`config.mk`:
```
export PLATFORM = sky130hd
export DESIGN_NAME = mattr_assigner
export DESIGN_NICKNAME = d
export VERILOG_FILES = /design/src/rtl/mattr_pkg.sv /design/src/rtl/mattr_cfg_bank.sv /design/src/rtl/mattr_resolve.sv /design/src/rtl/mattr_select.sv /design/src/rtl/mattr_assigner.sv
export SDC_FILE = /design/constraint.sdc
export NUM_CORES = 1
export LEC_CHECK = 0
export BUFFER_PORTS_ARGS = -buffer_cell sky130_fd_sc_hd__buf_4
export CAP_MARGIN = 25
export CORE_MARGIN = 2
export CORE_UTILIZATION = 45
export DETAILED_ROUTE_END_ITERATION = 8
export PLACE_DENSITY = 0.75
export SYNTH_ARGS = -nofsm -noshare
export SYNTH_HDL_FRONTEND = slang
export SYNTH_SLANG_ARGS = --single-unit
```
`constraint.sdc`:
```
create_clock -name clk -period 1.5 [get_ports clk]
set_input_delay 0.3 -clock clk [delete_from_list [all_inputs] [get_ports clk]]
set_output_delay 0.3 -clock clk [all_outputs]
set_load 0.005 [all_outputs]
```
`src/rtl/mattr_pkg.sv`:
```
// Package: shared widths and the per-master configuration entry type.
// Assumes every block in the assigner uses the same CID width.
package mattr_pkg;
    localparam int CID_W = 3;

    typedef struct packed {
        logic             sec;
        logic             priv;
        logic             explicit_sel;
        logic [CID_W-1:0] cid;
    } mattr_entry_t;

    localparam int ENTRY_W = $bits(mattr_entry_t);
endpackage

```
`src/rtl/mattr_cfg_bank.sv`:
```
// Configuration bank: one entry per master, written only by the trusted CID
// to an in-range index. A rejected write raises wr_denied for one cycle.
// Assumes a synchronous active-low reset and a single write port.
module mattr_cfg_bank
    import mattr_pkg::*;
#(
    parameter int N_MASTERS   = 5,
    parameter int IDX_W       = 3,
    parameter int TRUSTED_CID = 1
) (
    input  logic                         clk,
    input  logic                         rst_n,
    input  logic                         wr_en,
    input  logic [CID_W-1:0]             wr_cid,
    input  logic [IDX_W-1:0]             wr_idx,
    input  mattr_entry_t                 wr_val,
    output logic [N_MASTERS*ENTRY_W-1:0] bank_flat,
    output logic                         wr_denied
);
    localparam logic [CID_W-1:0] TRUST_V = CID_W'(TRUSTED_CID);
    localparam logic [IDX_W:0]   N_EXT   = (IDX_W+1)'(N_MASTERS);

    logic wr_trusted;
    logic wr_inrange;
    logic wr_accept;

    // Decode whether the incoming write is allowed to land.
    always_comb begin
        wr_trusted = (wr_cid == TRUST_V);
        wr_inrange = ({1'b0, wr_idx} < N_EXT);
        wr_accept  = wr_en && wr_trusted && wr_inrange;
    end

    for (genvar i = 0; i < N_MASTERS; i++) begin : g_entry
        mattr_entry_t ent_q;
        // Hold entry i; load it on an accepted write addressed to it.
        always_ff @(posedge clk) begin
            if (!rst_n)
                ent_q <= '0;
            else if (wr_accept && (wr_idx == IDX_W'(i)))
                ent_q <= wr_val;
        end
        assign bank_flat[i*ENTRY_W +: ENTRY_W] = ent_q;
    end

    // Flag a rejected write for the following cycle.
    always_ff @(posedge clk) begin
        if (!rst_n)
            wr_denied <= 1'b0;
        else
            wr_denied <= wr_en && !wr_accept;
    end

    assert_untrusted_flag_R7: assert property (@(posedge clk) disable iff (!rst_n)
        (wr_en && wr_cid != TRUST_V) |=> wr_denied);
    assert_untrusted_hold_R7: assert property (@(posedge clk) disable iff (!rst_n)
        (wr_en && wr_cid != TRUST_V) |=> $stable(bank_flat));
    assert_oob_hold_R8: assert property (@(posedge clk) disable iff (!rst_n)
        (wr_en && {1'b0, wr_idx} >= N_EXT) |=> ($stable(bank_flat) && wr_denied));
endmodule

```
`src/rtl/mattr_resolve.sv`:
```
// Resolver for one master: turns its entry and its owning slot's attributes
// into the effective CID, secure and privilege bits. GUARD selects whether a
// nonsecure slot forces the master nonsecure. Clock and reset feed only the
// checks.
module mattr_resolve
    import mattr_pkg::*;
#(
    parameter bit GUARD = 1'b0
) (
    input  logic             clk,
    input  logic             rst_n,
    input  mattr_entry_t     entry,
    input  logic             s_sec,
    input  logic             s_cfen,
    input  logic [CID_W-1:0] s_cid,
    output logic [CID_W-1:0] eff_cid,
    output logic             eff_sec,
    output logic             eff_priv
);
    logic inh_cid_ok;
    logic guard_block;

    // Pick the CID source and apply the secure guard.
    always_comb begin
        inh_cid_ok  = s_cfen;
        guard_block = GUARD && !s_sec;
        if (entry.explicit_sel)
            eff_cid = entry.cid;
        else if (inh_cid_ok)
            eff_cid = s_cid;
        else
            eff_cid = '0;
        eff_sec  = entry.sec && !guard_block;
        eff_priv = entry.priv;
    end

    assert_guard_forces_ns_R6: assert property (@(posedge clk) disable iff (!rst_n)
        (GUARD && !s_sec) |-> !eff_sec);
    assert_inherit_nofilter_R3: assert property (@(posedge clk) disable iff (!rst_n)
        (!entry.explicit_sel && !s_cfen) |-> (eff_cid == '0));
    assert_explicit_cid_R4: assert property (@(posedge clk) disable iff (!rst_n)
        entry.explicit_sel |-> (eff_cid == entry.cid));
endmodule

```
`src/rtl/mattr_select.sv`:
```
// Selector: routes the resolved attributes of the issuing master onto the
// transaction outputs. An index outside the master range yields all zeros.
module mattr_select
    import mattr_pkg::*;
#(
    parameter int N_MASTERS = 5,
    parameter int IDX_W     = 3
) (
    input  logic [N_MASTERS*CID_W-1:0] all_cid,
    input  logic [N_MASTERS-1:0]       all_sec,
    input  logic [N_MASTERS-1:0]       all_priv,
    input  logic [IDX_W-1:0]           sel_idx,
    output logic [CID_W-1:0]           sel_cid,
    output logic                       sel_sec,
    output logic                       sel_priv
);
    // Choose the entry that matches the issuing index.
    always_comb begin
        sel_cid  = '0;
        sel_sec  = 1'b0;
        sel_priv = 1'b0;
        for (int i = 0; i < N_MASTERS; i++) begin
            if (sel_idx == IDX_W'(i)) begin
                sel_cid  = all_cid[i*CID_W +: CID_W];
                sel_sec  = all_sec[i];
                sel_priv = all_priv[i];
            end
        end
    end
endmodule

```
`src/rtl/mattr_assigner.sv`:
```
// Top: bus master attribute assigner. Holds one configuration entry per
// master, resolves each master's attributes against its owning slot, and
// stamps the issuing master's attributes onto the transaction. Slot inputs
// are index-aligned with masters. Synchronous active-low reset.
module mattr_assigner
    import mattr_pkg::*;
#(
    parameter int                   N_MASTERS   = 5,
    parameter int                   IDX_W       = 3,
    parameter int                   TRUSTED_CID = 1,
    parameter logic [N_MASTERS-1:0] GUARD_MASK  = 5'b00101
) (
    input  logic                       clk,
    input  logic                       rst_n,
    input  logic                       cfg_wr,
    input  logic [CID_W-1:0]           cfg_src_cid,
    input  logic [IDX_W-1:0]           cfg_idx,
    input  logic                       cfg_sec,
    input  logic                       cfg_priv,
    input  logic                       cfg_explicit,
    input  logic [CID_W-1:0]           cfg_cid,
    output logic                       cfg_denied,
    input  logic [N_MASTERS-1:0]       slot_sec,
    input  logic [N_MASTERS-1:0]       slot_cfen,
    input  logic [N_MASTERS*CID_W-1:0] slot_cid,
    input  logic                       txn_valid,
    input  logic [IDX_W-1:0]           txn_midx,
    output logic                       txn_out_valid,
    output logic [CID_W-1:0]           txn_cid,
    output logic                       txn_sec,
    output logic                       txn_priv
);
    localparam logic [IDX_W:0] N_EXT = (IDX_W+1)'(N_MASTERS);

    mattr_entry_t                 wr_val;
    logic [N_MASTERS*ENTRY_W-1:0] bank_flat;
    logic [N_MASTERS*CID_W-1:0]   res_cid;
    logic [N_MASTERS-1:0]         res_sec;
    logic [N_MASTERS-1:0]         res_priv;

    // Pack the write fields into an entry.
    always_comb begin
        wr_val.sec          = cfg_sec;
        wr_val.priv         = cfg_priv;
        wr_val.explicit_sel = cfg_explicit;
        wr_val.cid          = cfg_cid;
    end

    mattr_cfg_bank #(
        .N_MASTERS(N_MASTERS), .IDX_W(IDX_W), .TRUSTED_CID(TRUSTED_CID)
    ) u_bank (
        .clk(clk), .rst_n(rst_n), .wr_en(cfg_wr), .wr_cid(cfg_src_cid),
        .wr_idx(cfg_idx), .wr_val(wr_val), .bank_flat(bank_flat),
        .wr_denied(cfg_denied)
    );

    for (genvar i = 0; i < N_MASTERS; i++) begin : g_res
        mattr_resolve #(.GUARD(GUARD_MASK[i])) u_res (
            .clk(clk), .rst_n(rst_n),
            .entry(mattr_entry_t'(bank_flat[i*ENTRY_W +: ENTRY_W])),
            .s_sec(slot_sec[i]), .s_cfen(slot_cfen[i]),
            .s_cid(slot_cid[i*CID_W +: CID_W]),
            .eff_cid(res_cid[i*CID_W +: CID_W]),
            .eff_sec(res_sec[i]), .eff_priv(res_priv[i])
        );
    end

    mattr_select #(.N_MASTERS(N_MASTERS), .IDX_W(IDX_W)) u_sel (
        .all_cid(res_cid), .all_sec(res_sec), .all_priv(res_priv),
        .sel_idx(txn_midx), .sel_cid(txn_cid), .sel_sec(txn_sec),
        .sel_priv(txn_priv)
    );

    assign txn_out_valid = txn_valid;

    assert_oob_zero_R10: assert property (@(posedge clk) disable iff (!rst_n)
        ({1'b0, txn_midx} >= N_EXT) |-> (txn_cid == '0 && !txn_sec && !txn_priv));
    assert_valid_follow_R10: assert property (@(posedge clk) disable iff (!rst_n)
        txn_out_valid == txn_valid);
endmodule

```
* Word level (Yosys, flattened, before mapping)
Cells that the tools add are included.
** Storage, ports and cells
- Output and inout port bits :: 7
- Logic and storage cells :: 69
- Bits in registers :: 31
** Cells by class
- Reductions and logical operators :: 13
- Order comparisons :: 1
- Equality and inequality tests :: 9
- Mux-type cells :: 25
** Operator list (count)
- $mux W3 :: 15
- $eq A3 B2 Y1 const B :: 4
- $logic_and A1 B1 Y1 :: 10
- $mux W1 :: 10
- $eq A3 B1 Y1 const B :: 3
- $eq A3 B3 Y1 const B :: 2
- $logic_not A3 Y1 :: 2
- $lt A3 B3 Y1 const B :: 1
- $logic_not A1 Y1 :: 1

* Depth between registers and ports, before layout
- Depth after elaboration :: 7
- Gate-level depth with buffers :: 6
- Depth with buffers taken out :: 4

* Cells and area by module
From an unflattened synthesis, not the netlist that was laid out.
** Unflattened totals
- Cells, all modules :: 201
- Area total of the unflattened synthesis :: 1685.4 um2
** By module, submodules not included
- mattr_cfg_bank :: times used 1, area each 1168.6 um2, cells each 115
- mattr_select :: times used 1, area each 249.0 um2, cells each 30
- mattr_resolve (g_res[1].u_res ...) :: times used 3, area each 52.6 um2, cells each 11
- mattr_resolve (g_res[0].u_res ...) :: times used 2, area each 51.3 um2, cells each 11
- mattr_assigner :: times used 1, area each 7.5 um2, cells each 1

* Worst setup path before layout
No wires, ideal clock.
- Path type :: input to register
- Start point :: input port cfg_src_cid[2]
- End point :: register u_bank.g_entry[4].ent_q (netlist bit u_bank.bank_flat[27])
- Path slack :: -0.043 ns
- Setup time :: 0.116 ns
- Required time :: 1.384 ns
- Path buffers :: 2
- Stages :: 6
- Arrival time :: 1.427 ns
- Cell sequence :: nand4bb_1 > buf_4 > or4b_4 > buf_6 > mux2i_1 > nor2b_1
** On the way
- Word-level cells in the longest chain between the ends :: 4
** RTL lines
- start, declared :: line mattr_assigner.sv:16 : input logic [CID_W-1:0] cfg_src_cid,
- $eq A3 B1 Y1 :: line mattr_cfg_bank.sv:29 : wr_trusted = (wr_cid == TRUST_V);
- $logic_and A1 B1 Y1 (2 in series) :: line mattr_cfg_bank.sv:31 : wr_accept = wr_en && wr_trusted && wr_inrange;
- $logic_and A1 B1 Y1 :: line mattr_cfg_bank.sv:40 : else if (wr_accept && (wr_idx == IDX_W'(i)))
- end signal, assigned :: line mattr_cfg_bank.sv:41 : ent_q <= wr_val;
- end, declared :: line mattr_cfg_bank.sv:35 : mattr_entry_t ent_q;
No other way between the ends.
A chain may end at the register's enable or synchronous reset.

* Worst setup path after layout
- Start point :: register u_bank.g_entry[1].ent_q (netlist bit u_bank.bank_flat[9])
- End point :: output port txn_cid[0]
** On the way
- Word-level cells in the longest chain between the ends :: 5
** RTL lines
- start, declared :: line mattr_cfg_bank.sv:35
- start signal, assigned :: line mattr_cfg_bank.sv:41
- $mux W3 :: line mattr_resolve.sv:27 : if (entry.explicit_sel)
- $mux W3 (4 in series) :: line mattr_select.sv:23 : if (sel_idx == IDX_W'(i)) begin
- end, declared :: line mattr_assigner.sv:29 : output logic [CID_W-1:0] txn_cid,
No other way between the ends.

==> run metrics <==
maximum VDD drop=between 0.5 and 0.6 mV; CTS Buf Count=5; die height=approximately 64 um; Die Wd=around 64 um; Total GRT Usage=approximately a fifth; RSZ-0062 raised after global routing=true; DR vias=between 1.5k and 2k; crit-path max cell delay=0.35 ns; pre-CTS WS=-0.1779 ns; final core occ=63.52%; Max-Cap Viols=0; gr ovfl total=0; Synth top area share=38.15%; Port Buffer Count=45; layout overhead on the synthesized area=33.38%; Rows=21; hold-fix buffers at CTS=0; clock slew seen by the registers of the worst setup and hold paths=approximately 0.10 ns; clock skew=0 ns; Tmin final=around 1.8 ns; WHS=~0.2 ns; post-synth cell types=33; slew of the pin with the lowest slew margin=approximately 0.39 ns; first-pass GRT wire length=6596 um; CP Class=flip-flop to output pin; core outline area=approximately 0.0034 mm^2; FMAX=around 550 MHz; cell with the most instances after synthesis=nand2_1; Initial Utilization=between 40% and 50%; top post-synthesis cells by count=32 x nand2_1, 31 x dfxtp_1, 20 x nor2b_1, 18 x mux2i_1, 18 x nand3_1; Synth Instances=190; initial antenna violation count=0; Mapped Area=about 0.0016 mm^2; run status=finished with violations; largest net degree at the start of global routing=44; Required @ worst endpoint=1.20 ns; final worst setup slack=-0.3211 ns; final hold viol count=0; layout cells sized above 1=between 30% and 40%; Synth Area per Inst=between 8 and 9 um^2; syn_nets=234; # clock sinks=31; clk_lat worst skew=between 0.3 and 0.4 ns; CP arrival=about 1.5 ns; Iter 0 DRT Violations=49; DRT antenna net count=0; Area contributors post-synth=dfxtp_1 38%, mux2i_1 11%, nor2b_1 7.7%; DRC Markers=0; failing checks=negative setup slack; Pleak=just under 0.0009 uW; HP Class=input pin to flip-flop; vias in the first global route=between 1k and 1.5k; TritonCTS clock tree=built; final WL=a little over 4000 um; Slew Limit Fails=0; Slew Limit Headroom=73.81%; Final #Nets=around 290; number of flops mapped to enable cells by yosys=0; total power density per cell area=between 700 and 800 mW/mm^2; fill count=320; Clock Tree Buf Depth=2; routability cong.=about 0.81; Ys Warns=0; CP Launch Type=flip-flop; Via density=5.252; Worst setup EP type=output pin; TNS Setup=-0.7732 ns; Final setup viols=5; register area share after synthesis=38.15%; Ports=51; Yosys reg bits=31; Main synth FF type=dfxtp_1; wire per inst=~14 um; Yosys top cell by area=dfxtp_1; CP max-delay cell=dfxtp_2; area of the multi-input gates=about 980 um^2; Root Buffer=clkbuf_4; Reg area=between 600 and 700 um^2; Clock H-tree levels=2; Synth async-reset ratio=0%; CP Cell Sequence=nand3b_1, a221oi_2, a31oi_1, o22ai_1, buf_4; # diodes=0; Crit Path Max Fanout=4; Detailed Routing Iterations Pass 1=4; Post-DP HPWL=~2900 um; period utilization=121.4%; DIE AREA=0.004111 mm^2
[state kept, by name (all words and copies together), names as in the netlist]
register,cells
u_bank.wr_denied,1
u_bank.bank_flat,30
[worst paths after layout]
check	from	endpoint	slack, ns	depth (start not counted)
hold reg to reg	u_bank.bank_flat[20]	u_bank.bank_flat[20]	0.45	2
setup / recovery	u_bank.bank_flat[9]	txn_cid[0]	-0.32	5
hold / removal	cfg_wr	u_bank.wr_denied	0.21	2
setup reg to reg	u_bank.bank_flat[27]	u_bank.bank_flat[27]	0.71	3
[where the power goes]
part	switching [uW]	total, uW	leakage [uW]	internal, uW
clock network	287	504	0.0000341	217
registers	2.54	830	0.000255	827
logic	109	238	0.000579	129
total	399	1570	0.000868	1170
[area by class of cell]
| type | count | area share, % |
|---|---|---|
| Clock buffer | 6 | 2.364 |
| Inverter | 1 | 0.1730 |
| Clock inverter | 1 | 0.2307 |
| Sequential cell | 31 | 29.12 |
| Multi-Input combinational cell | 146 | 45.04 |
| Tap cell | 46 | 2.653 |
| Timing Repair Buffer | 59 | 20.42 |
[placed cells by master (no fill, tap or decap), types with 4 or more instances in the layout]
master / Yosys / final
a21oi_1: 9 / 6
buf_4: 2 / 59
clkbuf_4: 0 / 5
dfxtp_1: 31 / 22
dfxtp_2: 0 / 9
mux2i_1: 18 / 18
nand2_1: 32 / 32
nand3_1: 18 / 14
nand3_2: 0 / 4
nor2b_1: 20 / 19
o211ai_1: 4 / 4
o21ai_1: 11 / 15
[stage by stage]
step | power (uW) | instances | cell area, um^2
detailed placement | 1080 | 280 | 2056
finish | 1572 | 290 | 2170
global placement | 1078 | 280 | 2056
floorplan | 942.0 | 190 | 1650
CTS | 1572 | 290 | 2158
global route | 1633 | 290 | 2170
[what timing repair did]
item                                    4_1_cts  5_1_grt
buffers inserted                              3        0
gates resized for setup                      14        7
endpoints found under the setup margin        5        5
pin swaps                                     8        0
[kinds of logic after synthesis]
group | synth area share (%)
AND/OR/NAND/NOR | 29.46
AO/OA/AOI/OAI | 15.46
flip-flops | 38.15
multiplexers | 12.46
buffers and inverters | 4.461
[worst max-delay path: cells and delay by family, from the launching register on]
kind                   cells  cell delay, ns
AOI/OAI and AO/OA          3            0.52
buffers and inverters      1            0.15
DFF                        1            0.35
and+or+nand+nor            1            0.19
[per-layer routing]
metal / wire length [um] / global-route usage, % / vias up
met5: 0 / 0 / -
met4: 55 / 6.117 / 0
met3: 211 / 5.282 / 7
met2: 1952 / 36.46 / 43
met1: 1815 / 25.41 / 694
li1: - / - / 779
Power figures use the tool's default switching activity.
